<file path="src/rtl/i2cs_pkg.sv">
package i2cs_pkg;
  localparam int PTR_W  = 8;
  localparam int DATA_W = 8;
  localparam int BITS_PER_BYTE = 8;

  typedef enum logic [2:0] {
    ST_IDLE,
    ST_RX,
    ST_ACK,
    ST_TX,
    ST_RACK,
    ST_IGNORE
  } eng_state_e;

  typedef enum logic [1:0] {
    BK_ADDR,
    BK_PTR,
    BK_DATA
  } byte_kind_e;
endpackage

</file>
<file path="src/rtl/i2cs_line_filter.sv">
module i2cs_line_filter #(
  parameter int SYNC_STAGES = 2,
  parameter int FILT_LEN    = 3
) (
  input  logic clk,
  input  logic rst_n,
  input  logic raw,
  output logic level
);
  localparam int CW   = $clog2(FILT_LEN + 1);
  localparam int HALF = FILT_LEN / 2;

  logic [SYNC_STAGES-1:0] sync_q;
  logic [FILT_LEN-1:0]    win_q;
  logic [CW-1:0]          ones;

  always_comb begin
    ones = '0;
    for (int i = 0; i < FILT_LEN; i++) ones = ones + CW'(win_q[i]);
  end

  always_ff @(posedge clk or negedge rst_n) begin
    if (!rst_n) begin
      sync_q <= '1;
      win_q  <= '1;
      level  <= 1'b1;
    end else begin
      sync_q <= {sync_q[SYNC_STAGES-2:0], raw};
      win_q  <= {win_q[FILT_LEN-2:0], sync_q[SYNC_STAGES-1]};
      level  <= (ones > CW'(HALF));
    end
  end
endmodule

</file>
<file path="src/rtl/i2cs_bus_events.sv">
module i2cs_bus_events (
  input  logic clk,
  input  logic rst_n,
  input  logic scl,
  input  logic sda,
  output logic scl_rise,
  output logic scl_fall,
  output logic start_det,
  output logic stop_det
);
  logic scl_q, sda_q;

  always_ff @(posedge clk or negedge rst_n) begin
    if (!rst_n) begin
      scl_q <= 1'b1;
      sda_q <= 1'b1;
    end else begin
      scl_q <= scl;
      sda_q <= sda;
    end
  end

  assign scl_rise  = scl & ~scl_q;
  assign scl_fall  = ~scl & scl_q;
  assign start_det = scl & scl_q & sda_q & ~sda;
  assign stop_det  = scl & scl_q & ~sda_q & sda;
endmodule

</file>
<file path="src/rtl/i2cs_engine.sv">
module i2cs_engine
  import i2cs_pkg::*;
#(
  parameter logic [PTR_W-1:0] RESV_LIMIT = 8'hC7
) (
  input  logic              clk,
  input  logic              rst_n,
  input  logic [6:0]        dev_addr,
  input  logic              scl_rise,
  input  logic              scl_fall,
  input  logic              sda_f,
  input  logic              start_det,
  input  logic              stop_det,
  output logic              sda_oe,
  output logic              wr_valid,
  input  logic              wr_ready,
  output logic [PTR_W-1:0]  wr_addr,
  output logic [DATA_W-1:0] wr_data,
  output logic [PTR_W-1:0]  rd_addr,
  input  logic [DATA_W-1:0] rd_data
);
  localparam logic [3:0] LAST_BIT = 4'(BITS_PER_BYTE);

  eng_state_e        state;
  byte_kind_e        kind;
  logic [3:0]        cnt;
  logic [DATA_W-1:0] sh;
  logic [PTR_W-1:0]  ptr;
  logic              rw, bus_busy, rs_flag, mack;
  logic [DATA_W-1:0] tx_byte;

  assign tx_byte = (ptr > RESV_LIMIT) ? '0 : rd_data;
  assign rd_addr = ptr;

  always_ff @(posedge clk or negedge rst_n) begin
    if (!rst_n) begin
      state    <= ST_IDLE;
      kind     <= BK_ADDR;
      cnt      <= '0;
      sh       <= '0;
      ptr      <= '0;
      rw       <= 1'b0;
      bus_busy <= 1'b0;
      rs_flag  <= 1'b0;
      mack     <= 1'b0;
      sda_oe   <= 1'b0;
      wr_valid <= 1'b0;
      wr_addr  <= '0;
      wr_data  <= '0;
    end else begin
      if (wr_valid && wr_ready) wr_valid <= 1'b0;
      if (start_det) begin
        state    <= ST_RX;
        kind     <= BK_ADDR;
        cnt      <= '0;
        sda_oe   <= 1'b0;
        rs_flag  <= bus_busy;
        bus_busy <= 1'b1;
      end else if (stop_det) begin
        state    <= ST_IDLE;
        sda_oe   <= 1'b0;
        bus_busy <= 1'b0;
      end else begin
        case (state)
          ST_RX: begin
            if (scl_rise && cnt < LAST_BIT) begin
              sh  <= {sh[DATA_W-2:0], sda_f};
              cnt <= cnt + 4'd1;
            end else if (scl_fall && cnt == LAST_BIT) begin
              case (kind)
                BK_ADDR: begin
                  if (sh[7:1] == dev_addr) begin
                    rw     <= sh[0];
                    sda_oe <= 1'b1;
                    state  <= ST_ACK;
                    if (sh[0] && !rs_flag) ptr <= '0;
                  end else begin
                    state <= ST_IGNORE;
                  end
                end
                BK_PTR: begin
                  ptr    <= sh;
                  sda_oe <= 1'b1;
                  state  <= ST_ACK;
                end
                default: begin
                  if (ptr <= RESV_LIMIT) begin
                    wr_valid <= 1'b1;
                    wr_addr  <= ptr;
                    wr_data  <= sh;
                  end
                  ptr    <= ptr + 1'b1;
                  sda_oe <= 1'b1;
                  state  <= ST_ACK;
                end
              endcase
            end
          end
          ST_ACK: begin
            if (scl_fall) begin
              if (kind == BK_ADDR && rw) begin
                sda_oe <= ~tx_byte[DATA_W-1];
                sh     <= {tx_byte[DATA_W-2:0], 1'b0};
                cnt    <= 4'd1;
                state  <= ST_TX;
              end else begin
                sda_oe <= 1'b0;
                cnt    <= '0;
                state  <= ST_RX;
                kind   <= (kind == BK_ADDR) ? BK_PTR : BK_DATA;
              end
            end
          end
          ST_TX: begin
            if (scl_fall) begin
              if (cnt == LAST_BIT) begin
                sda_oe <= 1'b0;
                ptr    <= ptr + 1'b1;
                state  <= ST_RACK;
              end else begin
                sda_oe <= ~sh[DATA_W-1];
                sh     <= {sh[DATA_W-2:0], 1'b0};
                cnt    <= cnt + 4'd1;
              end
            end
          end
          ST_RACK: begin
            if (scl_rise) mack <= ~sda_f;
            if (scl_fall) begin
              if (mack) begin
                sda_oe <= ~tx_byte[DATA_W-1];
                sh     <= {tx_byte[DATA_W-2:0], 1'b0};
                cnt    <= 4'd1;
                state  <= ST_TX;
              end else begin
                state <= ST_IGNORE;
              end
            end
          end
          default: ;
        endcase
      end
    end
  end
endmodule

</file>
<file path="src/rtl/i2c_regbank_slave.sv">
module i2c_regbank_slave
  import i2cs_pkg::*;
#(
  parameter int SYNC_STAGES = 2,
  parameter int FILT_LEN    = 3,
  parameter logic [PTR_W-1:0] RESV_LIMIT = 8'hC7
) (
  input  logic              clk,
  input  logic              rst_n,
  input  logic [6:0]        dev_addr,
  input  logic              scl_i,
  input  logic              sda_i,
  output logic              sda_oe,
  output logic              wr_valid,
  input  logic              wr_ready,
  output logic [PTR_W-1:0]  wr_addr,
  output logic [DATA_W-1:0] wr_data,
  output logic [PTR_W-1:0]  rd_addr,
  input  logic [DATA_W-1:0] rd_data
);
  localparam int N_LINES = 2;

  logic [N_LINES-1:0] raw_lines, filt_lines;
  logic scl_f, sda_f;
  logic scl_rise, scl_fall, start_det, stop_det;

  assign raw_lines = {sda_i, scl_i};

  for (genvar g = 0; g < N_LINES; g++) begin : g_line
    i2cs_line_filter #(
      .SYNC_STAGES(SYNC_STAGES),
      .FILT_LEN   (FILT_LEN)
    ) u_filt (
      .clk  (clk),
      .rst_n(rst_n),
      .raw  (raw_lines[g]),
      .level(filt_lines[g])
    );
  end

  assign scl_f = filt_lines[0];
  assign sda_f = filt_lines[1];

  i2cs_bus_events u_evt (
    .clk      (clk),
    .rst_n    (rst_n),
    .scl      (scl_f),
    .sda      (sda_f),
    .scl_rise (scl_rise),
    .scl_fall (scl_fall),
    .start_det(start_det),
    .stop_det (stop_det)
  );

  i2cs_engine #(.RESV_LIMIT(RESV_LIMIT)) u_eng (
    .clk      (clk),
    .rst_n    (rst_n),
    .dev_addr (dev_addr),
    .scl_rise (scl_rise),
    .scl_fall (scl_fall),
    .sda_f    (sda_f),
    .start_det(start_det),
    .stop_det (stop_det),
    .sda_oe   (sda_oe),
    .wr_valid (wr_valid),
    .wr_ready (wr_ready),
    .wr_addr  (wr_addr),
    .wr_data  (wr_data),
    .rd_addr  (rd_addr),
    .rd_data  (rd_data)
  );
endmodule

</file>
<file path="config.mk">
export PLATFORM = sky130hd
export DESIGN_NAME = i2c_regbank_slave
export DESIGN_NICKNAME = d
export VERILOG_FILES = /design/src/rtl/i2cs_pkg.sv /design/src/rtl/i2cs_line_filter.sv /design/src/rtl/i2cs_bus_events.sv /design/src/rtl/i2cs_engine.sv /design/src/rtl/i2c_regbank_slave.sv
export SDC_FILE = /design/constraint.sdc
export NUM_CORES = 1
export LEC_CHECK = 0
export BUFFER_PORTS_ARGS = -buffer_cell sky130_fd_sc_hd__clkbuf_2
export CAP_MARGIN = 15
export CORE_ASPECT_RATIO = 0.6
export CORE_UTILIZATION = 45
export CTS_BUF_LIST = sky130_fd_sc_hd__clkbuf_2 sky130_fd_sc_hd__clkbuf_4 sky130_fd_sc_hd__clkbuf_8
export DETAILED_ROUTE_END_ITERATION = 8
export PLACE_DENSITY = 0.74
export SETUP_SLACK_MARGIN = 0.02
export SLEW_MARGIN = 10
export SYNTH_ARGS = -nofsm -noshare
export SYNTH_HDL_FRONTEND = slang
export SYNTH_SLANG_ARGS = --single-unit
export TNS_END_PERCENT = 10
</file>
<file path="constraint.sdc">
create_clock -name clk -period 2.4 [get_ports clk]
set_input_delay 0.48 -clock clk [delete_from_list [all_inputs] [get_ports clk]]
set_output_delay 0.48 -clock clk [all_outputs]
set_load 0.03 [all_outputs]
</file>
==> results of run 1 <==
[cell usage after synthesis, types with 8 or more instances]
master and count:
nand2_1 21, dfstp_2 14, nand3_1 8, xor2_1 8
nor2_1 13, mux2_2 9, a31oi_1 9, a21oi_1 10
dfrtp_1 47, o21ai_0 10, mux2_1 10
[path summary, 6_finish.rpt]
kind / endpoint / cells past startpoint / slack (ps)
worst min register to register: g_line[1].u_filt.win_q[0]$_DFF_PN1_ / 0 / 360
worst min-delay path: u_eng.wr_addr[3]$_DFFE_PN0P_ / 1 / 70
max in group asynchronous: g_line[1].u_filt.sync_q[1]$_DFF_PN1_ / 2 / 1600
worst max-delay path: u_eng.sh[6]$_DFFE_PN0P_ / 5 / 220
min in group clk: g_line[0].u_filt.sync_q[0]$_DFF_PN1_ / 1 / 210
worst max register to register: u_eng.sh[6]$_DFFE_PN0P_ / 5 / 220
[worst register-to-register path, cell delays in order (launching register included)]
cell and delay [ps]:
dfstp_2 610, nor2b_4 260, and3_1 200, o221a_2 320, o2111ai_4 290, mux2_4 380
[state kept, by name, summed over array words and instances (netlist names)]
signal                flops
u_eng.rd_addr             8
u_eng.sh                  8
u_eng.wr_addr             8
u_eng.wr_data             8
g_line.u_filt.win_q       6
g_line.u_filt.sync_q      4
u_eng.cnt                 4
u_eng.state               3
g_line.u_filt.level       2
u_eng.kind                2
u_eng.bus_busy            1
u_eng.mack                1
u_eng.rs_flag             1
u_eng.rw                  1
u_eng.sda_oe              1
u_eng.wr_valid            1
u_evt.scl_q               1
u_evt.sda_q               1
[cells by family after synthesis]
group | count (synthesis) | share of synthesized area
compound gates | 73 | 0.169
xor+xnor | 8 | 0.0217
fa+ha+maj | 5 | 0.0194
buf+inv | 21 | 0.0438
flops | 61 | 0.478
mux | 29 | 0.108
simple gates | 87 | 0.160
[layout by cell type, fill, tap and decap left out, types with 8 or more instances in the layout]
master	netlist	routed
o21ai_0	10	10
nand2_1	21	21
clkbuf_8	0	9
nand3_1	8	8
clkbuf_2	0	45
a31oi_1	9	9
mux2_2	9	9
xor2_1	8	8
nor2_1	13	13
a21oi_1	10	10
dfstp_2	14	14
mux2_1	10	10
dfrtp_1	47	47
[final cells by class]
class,count,area (µm²),area share
Sequential cell,61,1540,0.420
Inverter,5,18.8,0.00511
Tap cell,87,109,0.0296
Timing Repair Buffer,52,290,0.0790
Clock buffer,10,131,0.0357
Multi-Input combinational cell,202,1540,0.420
Clock inverter,6,38.8,0.0106
[metrics by stage]
stage / cells / total power (W)
floorplan: 284 / 0.00294
global placement: 407 / 0.00327
detailed placement: 407 / 0.00333
CTS: 423 / 0.00415
global route: 423 / 0.00441
finish: 423 / 0.00415
[where the power goes]
group / total (W) / internal [W] / switching (W)
sequential: 0.00167 / 0.00125 / 0.000419
combinational: 0.00168 / 0.000760 / 0.000919
clock: 0.000801 / 0.000383 / 0.000418
[layer usage]
layer  vias up  wire length [µm]
met5         -                 0
met4         0                71
met3         6               644
met2       109              2950
met1      1172              3620
li1       1156                 -
==> flow_summary.json, run 1 <==
{
  "hold_class": "in2async",
  "path_max_fanout": 9,
  "maxSlewHeadroom": 0.639,
  "synth_area_mm2": 0.00323,
  "syn2layout_area_growth_pct": 13.8,
  "failed_checks": "DRC",
  "arrival_ps": 2410,
  "clkTransAtPathRegs_ps": 80,
  "cts-root-buf": "clkbuf_8",
  "wire_per_inst_um": 17.2,
  "row_count": 23,
  "fmax_mhz": 460,
  "finalSetupViolCount": 0,
  "worst_clock_skew_ps": 16.9,
  "avgSynthCellArea_um2": 11.4,
  "synth_top_cell_by_area": "dfrtp_1",
  "ys_warn_count": 0,
  "ant_nets": 0,
  "synth_edf_count": 0,
  "path_class": "reg2reg",
  "placed_cell_area_mm2": 0.00351,
  "hold_viol": 0,
  "timing.final.crit_period_ps": 2180,
  "cp-startpoint": "u_evt.scl_q$_DFF_PN1_",
  "fin_ws_ps": 224,
  "reg2reg_from": "u_evt.scl_q$_DFF_PN1_",
  "drt_wl_total_um": 7280,
  "drt_iter0_markers": 168,
  "ir_drop_uv": 519,
  "worst-path-buf-inv": 0,
  "post-place-ws_ps": 257,
  "status": "finished, violations left",
  "power_density_mw_per_mm2": 1130,
  "core-area_mm2": 0.00679,
  "ys_seq_area_frac": 0.478,
  "cts_buffers": 9,
  "cpLargestDelayFamily": "flip-flops",
  "dp_hpwl_um": 5190,
  "grt_max_degree": 24,
  "use_met3": 0.0664,
  "final_area_mm2": 0.00368,
  "cp_cell_sequence": "nor2b_4 -> and3_1 -> o221a_2 -> o2111ai_4 -> mux2_4",
  "synthCells": 284,
  "synthFlopType": "dfrtp_1",
  "pin_count": 46,
  "use_met1": 0.309,
  "crit_required_ps": 2630,
  "fin_util": 0.541,
  "antenna_found_initial": 0,
  "nFillCells": 583,
  "overflow": 0,
  "antenna_cells": 0,
  "ctsResizeCount": 0,
  "cts_htree_levels": 3,
  "place_congestion": 0.913,
  "syn-num-nets": 309,
  "grt_pass1_vias": 2236,
  "routed_via_density": 5.78,
  "initial_core_util": 0.475,
  "clock_sinks": 61,
  "cts_tree": "yes",
  "via_count": 2443,
  "synth_top_area_frac": 0.364,
  "grtUsageMet2": 0.284,
  "ys_types": 66,
  "grt_pass1_wl_um": 11800,
  "min_period_over_period": 0.906,
  "track_usage": 0.210,
  "chipHeight_um": 67.6,
  "synth.area.top_cells": "dfrtp_1 36%, dfstp_2 11%, mux2_1 3.5%, mux2_4 3.3%, mux2_2 3.1%",
  "port-buffer-count": 45,
  "async_flop_share": 1.00,
  "cp-start-kind": "flip-flop",
  "drv_cap": 0,
  "post_cts_buffers": 0,
  "hold_buffers": 0,
  "die-area_mm2": 0.00753,
  "clk_latency_ps": 350,
  "grt-busiest-layer": "met1",
  "rsz0062_at_grt": "false",
  "fin_nets": 356,
  "drive_gt1_frac": 0.354,
  "hold_ws_ps": 68.0,
  "crit_slowest_cell": "dfstp_2",
  "setup-tns-final_ps": 0,
  "clk_path_buf_depth": 2,
  "fp.dieW_um": 111,
  "drc": 4,
  "drv_slew": 0,
  "crit_path_max_incr_delay_ps": 610,
  "critPathCaptureType": "flip-flop",
  "power_leakage_nw": 1.76,
  "drt_pass1_iterations": 6,
  "tightest_slew_ps": 542,
  "synth_seq_cells": 61
}
(Power assumes the default switching activity.)
==> inputs of run 2 (changes only) <==
--- a/config.mk
+++ b/config.mk
@@ -11,10 +11,11 @@
 export CORE_UTILIZATION = 45
 export CTS_BUF_LIST = sky130_fd_sc_hd__clkbuf_2 sky130_fd_sc_hd__clkbuf_4 sky130_fd_sc_hd__clkbuf_8
 export DETAILED_ROUTE_END_ITERATION = 8
-export PLACE_DENSITY = 0.74
+export PLACE_DENSITY = 0.75
 export SETUP_SLACK_MARGIN = 0.02
 export SLEW_MARGIN = 10
 export SYNTH_ARGS = -nofsm -noshare
 export SYNTH_HDL_FRONTEND = slang
+export SYNTH_HIERARCHICAL = 1
 export SYNTH_SLANG_ARGS = --single-unit
 export TNS_END_PERCENT = 10
==> constraint.sdc (replaced) <==
create_clock -name clk -period 2.3 [get_ports clk]
set_input_delay 0.46 -clock clk [delete_from_list [all_inputs] [get_ports clk]]
set_output_delay 0.46 -clock clk [all_outputs]
set_load 0.03 [all_outputs]
==> run 2 against run 1 <==
Net effect: the run now ends clean; hold slack better by 32 ps; area after synthesis down 8.1%; sequential share of layout area grew 0.94 points; design area fell by 2.2%; clock power increased by 23%; critical endpoint is now u_eng/rd_addr[0]$_DFFE_PN0P_; largest cell class unchanged; largest power group is now registers.
==> flow_summary.json, run 2 <==
{
  "drt_iter0_markers": 234,
  "pin_count": 46,
  "regToRegSetupSlack_ps": 210,
  "path_class": "reg2reg",
  "wire_per_inst_um": 17.4,
  "ys_warn_count": 6,
  "r2r.worst_path.cells": 4,
  "ctsResizeCount": 0,
  "min_period_over_period": 0.910,
  "hold_buffers": 0,
  "seqCellArea_mm2": 0.00154,
  "ys_types": 56,
  "final_common_cell": "dfrtp_1",
  "synth_seq_cells": 61,
  "grt_pass1_vias": 2303,
  "fmax_mhz": 478,
  "async_flop_share": 1.00,
  "worst_clock_skew_ps": 10.4,
  "post_cts_buffers": 0,
  "synthCells": 276,
  "drive_gt1_frac": 0.343,
  "ir_drop_uv": 468,
  "fin_ws_ps": 208,
  "ant_nets": 0,
  "synthFlopType": "dfrtp_1",
  "finalSetupViolCount": 0,
  "cp_cell_sequence": "nor2b_1 -> a21oi_1 -> a2111oi_0 -> or2_2",
  "core-area_mm2": 0.00625,
  "critPathCaptureType": "flip-flop",
  "drt_wl_total_um": 7400,
  "place_congestion": 0.929,
  "layout_common_cells": "47 x dfrtp_1, 45 x clkbuf_2, 25 x nand2_1, 19 x o21ai_0, 17 x mux2_2",
  "clk_path_buf_depth": 2,
  "row_count": 22,
  "drc": 0,
  "synth_top_area_frac": 0.396,
  "maxSlewHeadroom": 0.450,
  "ys_seq_area_frac": 0.520,
  "reg2reg_to": "u_eng/rd_addr[0]$_DFFE_PN0P_",
  "initial_core_util": 0.475,
  "cts_tree": "yes",
  "antenna_found_initial": 0,
  "crit_required_ps": 2530,
  "drv_cap": 0,
  "clk_latency_ps": 350,
  "cts_htree_levels": 3,
  "hold_class": "in2async",
  "track_usage": 0.240,
  "routed_via_density": 5.86,
  "avgSynthCellArea_um2": 10.7,
  "power_density_mw_per_mm2": 1110,
  "fp.dieW_um": 107,
  "port-buffer-count": 45,
  "multi_input_area_mm2": 0.00135,
  "dp_hpwl_um": 5410,
  "synth.area.top_cells": "dfrtp_1 40%, dfstp_2 12%, mux2_2 6.5%, o21ai_0 3.2%, nand2_1 3.2%",
  "grt_pass1_wl_um": 12300,
  "via_count": 2491,
  "nFillCells": 524,
  "cts_buffers": 9,
  "status": "finished clean",
  "syn2layout_area_growth_pct": 21.2,
  "crit_slowest_cell": "a21oi_1",
  "synth_top_cell_by_area": "dfrtp_1",
  "fin_util": 0.575,
  "reg2reg_from": "u_eng/state[1]$_DFFE_PN0P_",
  "drv_slew": 0,
  "synth_area_mm2": 0.00297,
  "clkTransAtPathRegs_ps": 60,
  "drt_pass1_iterations": 5,
  "arrival_ps": 2320,
  "synthTopCellsByCount": "47 x dfrtp_1, 25 x nand2_1, 19 x o21ai_0",
  "chipHeight_um": 64.9,
  "path_max_fanout": 13,
  "die-area_mm2": 0.00693,
  "fin_nets": 362,
  "overflow": 0,
  "clock_sinks": 61,
  "synth_edf_count": 0,
  "crit_path_max_incr_delay_ps": 700,
  "hold_viol": 0,
  "synth_most_common_cell": "dfrtp_1",
  "setup-tns-final_ps": 0,
  "cp-start-kind": "flip-flop",
  "antenna_cells": 0,
  "grt_max_degree": 23,
  "rsz0062_at_grt": "false",
  "syn-num-nets": 301,
  "power_leakage_nw": 1.67,
  "tightest_slew_ps": 824,
  "timing.final.crit_period_ps": 2090,
  "post-place-ws_ps": 149,
  "cts-root-buf": "clkbuf_8"
}
[run 2: cell types whose count changed after synthesis, sizes merged, moves of 6 or more]
cell	change
and3	-7
mux2	-8
a22o	-7
nor4	-6
buf	-6
a22oi	+7
[run 2: metrics by stage]
stage / instances / power [W] / hold WS (ps) / cell area (µm²)
finish: 425 / 0.00398 / 100 / 3600
global route: 425 / 0.00424 / 134 / 3600
CTS: 425 / 0.00396 / 107 / 3600
detailed placement: 410 / 0.00296 / 347 / 3390
global placement: 410 / 0.00293 / 346 / 3390
floorplan: 276 / 0.00250 / 164 / 2970
[run 2: layout make-up]
type / count / share of cell area
sequential: 61 / 0.429
multi-input combinational: 197 / 0.374
timing repair buffer: 61 / 0.103
clock buffer: 12 / 0.0442
tap: 84 / 0.0292
clock inverter: 3 / 0.0125
inverter: 7 / 0.00731
[run 2: power by group]
group	switching (W)	internal [W]	leakage (nW)
sequential	0.000247	0.00127	0.776
combinational	0.000884	0.000598	0.796
clock	0.000419	0.000565	0.0981
total	0.00155	0.00243	1.67
[run 2: how the worst max path moves through the flow]
stage | start | cells after the start | end
floorplan | g_line[1].u_filt/level$_DFF_PN1_ | 7 | u_eng/rd_addr[1]$_DFFE_PN0P_
detailed placement | dev_addr[6] | 6 | u_eng/rw$_DFFE_PN0P_
global route | u_eng/state[1]$_DFFE_PN0P_ | 4 | u_eng/rd_addr[0]$_DFFE_PN0P_
global placement | dev_addr[6] | 6 | u_eng/rw$_DFFE_PN0P_
CTS | u_eng/state[1]$_DFFE_PN0P_ | 4 | u_eng/rd_addr[0]$_DFFE_PN0P_
finish | u_eng/state[1]$_DFFE_PN0P_ | 4 | u_eng/rd_addr[0]$_DFFE_PN0P_
[run 2: cell families (layout without fill, tap and decap cells)]
logic type / after synthesis / in the layout / share of synthesized area
XOR/XNOR: 7 / 7 / 0.0207
multiplexers: 20 / 20 / 0.0751
AND/OR/NAND/NOR: 83 / 83 / 0.156
buffers and inverters: 18 / 83 / 0.0257
flip-flops: 61 / 61 / 0.520
AO/OA/AOI/OAI: 82 / 82 / 0.181
adder cells (fa/ha/maj): 5 / 5 / 0.0211
[run 2: worst max-delay path, delay by kind of cell, from the launching register on]
family / cells / cell delay, ps
AOI/OAI and AO/OA: 2 / 920
DFF: 1 / 480
and+or+nand+nor: 2 / 580
[run 2: per-layer routing]
metal | track usage | up-vias | wire [µm]
li1 | - | 1147 | -
met3 | 0.0966 | 8 | 775
met4 | 0.0616 | 0 | 74
met2 | 0.302 | 134 | 2810
met1 | 0.368 | 1202 | 3750
met5 | 0 | - | 0
==> inputs of run 3 (changes only) <==
--- a/config.mk
+++ b/config.mk
@@ -11,8 +11,8 @@
 export CORE_UTILIZATION = 45
 export CTS_BUF_LIST = sky130_fd_sc_hd__clkbuf_2 sky130_fd_sc_hd__clkbuf_4 sky130_fd_sc_hd__clkbuf_8
 export DETAILED_ROUTE_END_ITERATION = 8
+export GPL_TIMING_DRIVEN = 0
 export PLACE_DENSITY = 0.75
-export SETUP_SLACK_MARGIN = 0.02
 export SLEW_MARGIN = 10
 export SYNTH_ARGS = -nofsm -noshare
 export SYNTH_HDL_FRONTEND = slang
==> run 3 against run 2 <==
Net effect: sequential share of layout area is essentially flat; clock power is 11% higher; count of clock-buffer cells in the layout down 2; sequential power about the same; maximum frequency fell by 6.2%; sequential cell count unchanged; global-route usage down 0.26 points; critical path type unchanged.
==> flow_summary.json, run 3 (synthesis gave the netlist of run 2 again) <==
{
  "drive_gt1_frac": 0.343,
  "crit_required_ps": 2530,
  "layout_common_cells": "47 x dfrtp_1, 45 x clkbuf_2, 25 x nand2_1, 18 x o21ai_0, 17 x mux2_2",
  "regToRegSetupSlack_ps": 70,
  "clock_sinks": 61,
  "intPower_w": 0.00248,
  "reg2reg_from": "u_evt/sda_q$_DFF_PN1_",
  "row_count": 22,
  "timing.final.crit_period_ps": 2230,
  "chipHeight_um": 64.9,
  "post-place-ws_ps": -473,
  "die-area_mm2": 0.00693,
  "power_leakage_nw": 1.65,
  "via_count": 2541,
  "r2r.worst_path.cells": 7,
  "cts_tree": "yes",
  "hold_class": "in2async",
  "cp-start-kind": "flip-flop",
  "drt_pass1_iterations": 5,
  "placed_cell_area_mm2": 0.00332,
  "p_switching_w": 0.00162,
  "pin_count": 46,
  "antenna_found_initial": 0,
  "cts_htree_levels": 3,
  "dp_hpwl_um": 5330,
  "routed_via_density": 6.02,
  "fp.dieW_um": 107,
  "tightest_slew_ps": 727,
  "clk_path_buf_depth": 2,
  "hold_buffers": 0,
  "drt_wl_total_um": 7380,
  "switching_share": 0.396,
  "status": "finished clean",
  "path_max_fanout": 7,
  "final_common_cell": "dfrtp_1",
  "hold_ws_ps": 29.3,
  "drt_iter0_markers": 263,
  "drv_cap": 0,
  "grt_max_degree": 40,
  "track_usage": 0.237,
  "critPathCaptureType": "flip-flop",
  "finalSetupViolCount": 0,
  "drc": 0,
  "clk_latency_ps": 350,
  "initial_core_util": 0.475,
  "maxSlewHeadroom": 0.509,
  "hold_viol": 0,
  "worst_clock_skew_ps": 15.0,
  "wire_per_inst_um": 17.5,
  "ant_nets": 0,
  "ir_drop_uv": 538,
  "power_density_mw_per_mm2": 1140,
  "grt_pass1_wl_um": 12200,
  "reg2reg_to": "u_eng/rd_addr[1]$_DFFE_PN0P_",
  "drv_slew": 0,
  "arrival_ps": 2460,
  "cts-root-buf": "clkbuf_8",
  "seqPwrFrac": 0.370,
  "p_clk_frac": 0.266,
  "setup-tns-final_ps": 0,
  "fin_ws_ps": 68.6,
  "antenna_cells": 0,
  "final_area_mm2": 0.00359,
  "fmax_mhz": 448,
  "clkTransAtPathRegs_ps": 80,
  "port-buffer-count": 45,
  "path_class": "reg2reg",
  "cts_buffers": 9,
  "fin_nets": 358,
  "place_inst": 406,
  "overflow": 0,
  "syn2layout_area_growth_pct": 21.1,
  "grt_pass1_vias": 2329,
  "pwr-share-comb": 0.364,
  "min_period_over_period": 0.970,
  "core-area_mm2": 0.00625,
  "final_cells": 422,
  "place_congestion": 0.918,
  "rsz0062_at_grt": "true"
}
-- run 3: changes by cell type in the layout (fill, tap and decap cells not counted), moves of 2 or more --
cell      previous run  this run
nor2_1              13        11
nor2_4               0         2
clkinv_4             0         2
clkbuf_1             0         5
buf_4               14         2
buf_2                0         3
-- run 3: layout make-up --
cell class                      count  area, µm²
Timing Repair Buffer               47        255
Inverter                            7       26.3
Fill cell                         533       2660
Buffer                             10       46.3
Multi-Input combinational cell    197       1380
Sequential cell                    61       1540
Clock buffer                       10        138
Clock inverter                      6       93.8
Tap cell                           84        105
-- run 3: timing repair --
action | CTS | global route
resized for setup | 9 | 2
pin swaps | 1 | 2
buffers inserted | 0 | 1
setup endpoints to repair | 26 | 16
-- run 3: metrics by stage --
| stage | utilization | power, W |
|---|---|---|
| 2_1_floorplan | - | 0.00250 |
| 3_3_place_gp | 0.528 | 0.00288 |
| 3_5_place_dp | 0.531 | 0.00293 |
| 4_1_cts | 0.574 | 0.00407 |
| 5_1_grt | 0.575 | 0.00437 |
| 6_report | 0.575 | 0.00410 |
-- run 3: power groups by stage --
| stage | combinational [W] | clock, W | sequential, W |
|---|---|---|---|
| 2_1_floorplan | 0.00103 | 0 | 0.00147 |
| 3_3_place_gp | 0.00136 | 0 | 0.00152 |
| 3_5_place_dp | 0.00141 | 0 | 0.00152 |
| 4_1_cts | 0.00144 | 0.00112 | 0.00151 |
| 5_1_grt | 0.00165 | 0.00117 | 0.00155 |
| 6_report | 0.00149 | 0.00109 | 0.00151 |
-- run 3: worst max path at each step --
stage	from	end	slack, ps	cells past startpoint
global placement	g_line[1].u_filt/level$_DFF_PN1_	u_eng/rd_addr[1]$_DFFE_PN0P_	-450	7
CTS	u_eng/state[2]$_DFFE_PN0P_	u_eng/state[2]$_DFFE_PN0P_	30	5
finish	u_evt/sda_q$_DFF_PN1_	u_eng/rd_addr[1]$_DFFE_PN0P_	70	7
detailed placement	g_line[1].u_filt/level$_DFF_PN1_	u_eng/rd_addr[1]$_DFFE_PN0P_	-470	7
global route	u_evt/sda_q$_DFF_PN1_	u_eng/rd_addr[1]$_DFFE_PN0P_	-20	7
floorplan	g_line[1].u_filt/level$_DFF_PN1_	u_eng/rd_addr[1]$_DFFE_PN0P_	70	7
-- run 3: critical path: stages, from the launching register on --
cell	delay, ps
dfstp_2	520
and4b_1	280
nor2_4	260
nand3_2	180
nor2_4	220
and2_0	140
buf_2	190
mux2_1	340
-- run 3: metal layers --
| metal | routed length, µm | share of wire | global-route usage | up-vias |
|---|---|---|---|---|
| met1 | 3690 | 0.50 | 0.358 | 1242 |
| met2 | 2840 | 0.38 | 0.307 | 143 |
| met5 | 0 | 0 | 0 | - |
| met3 | 746 | 0.10 | 0.0855 | 16 |
| li1 | - | - | - | 1140 |
| met4 | 109 | 0.015 | 0.0736 | 0 |
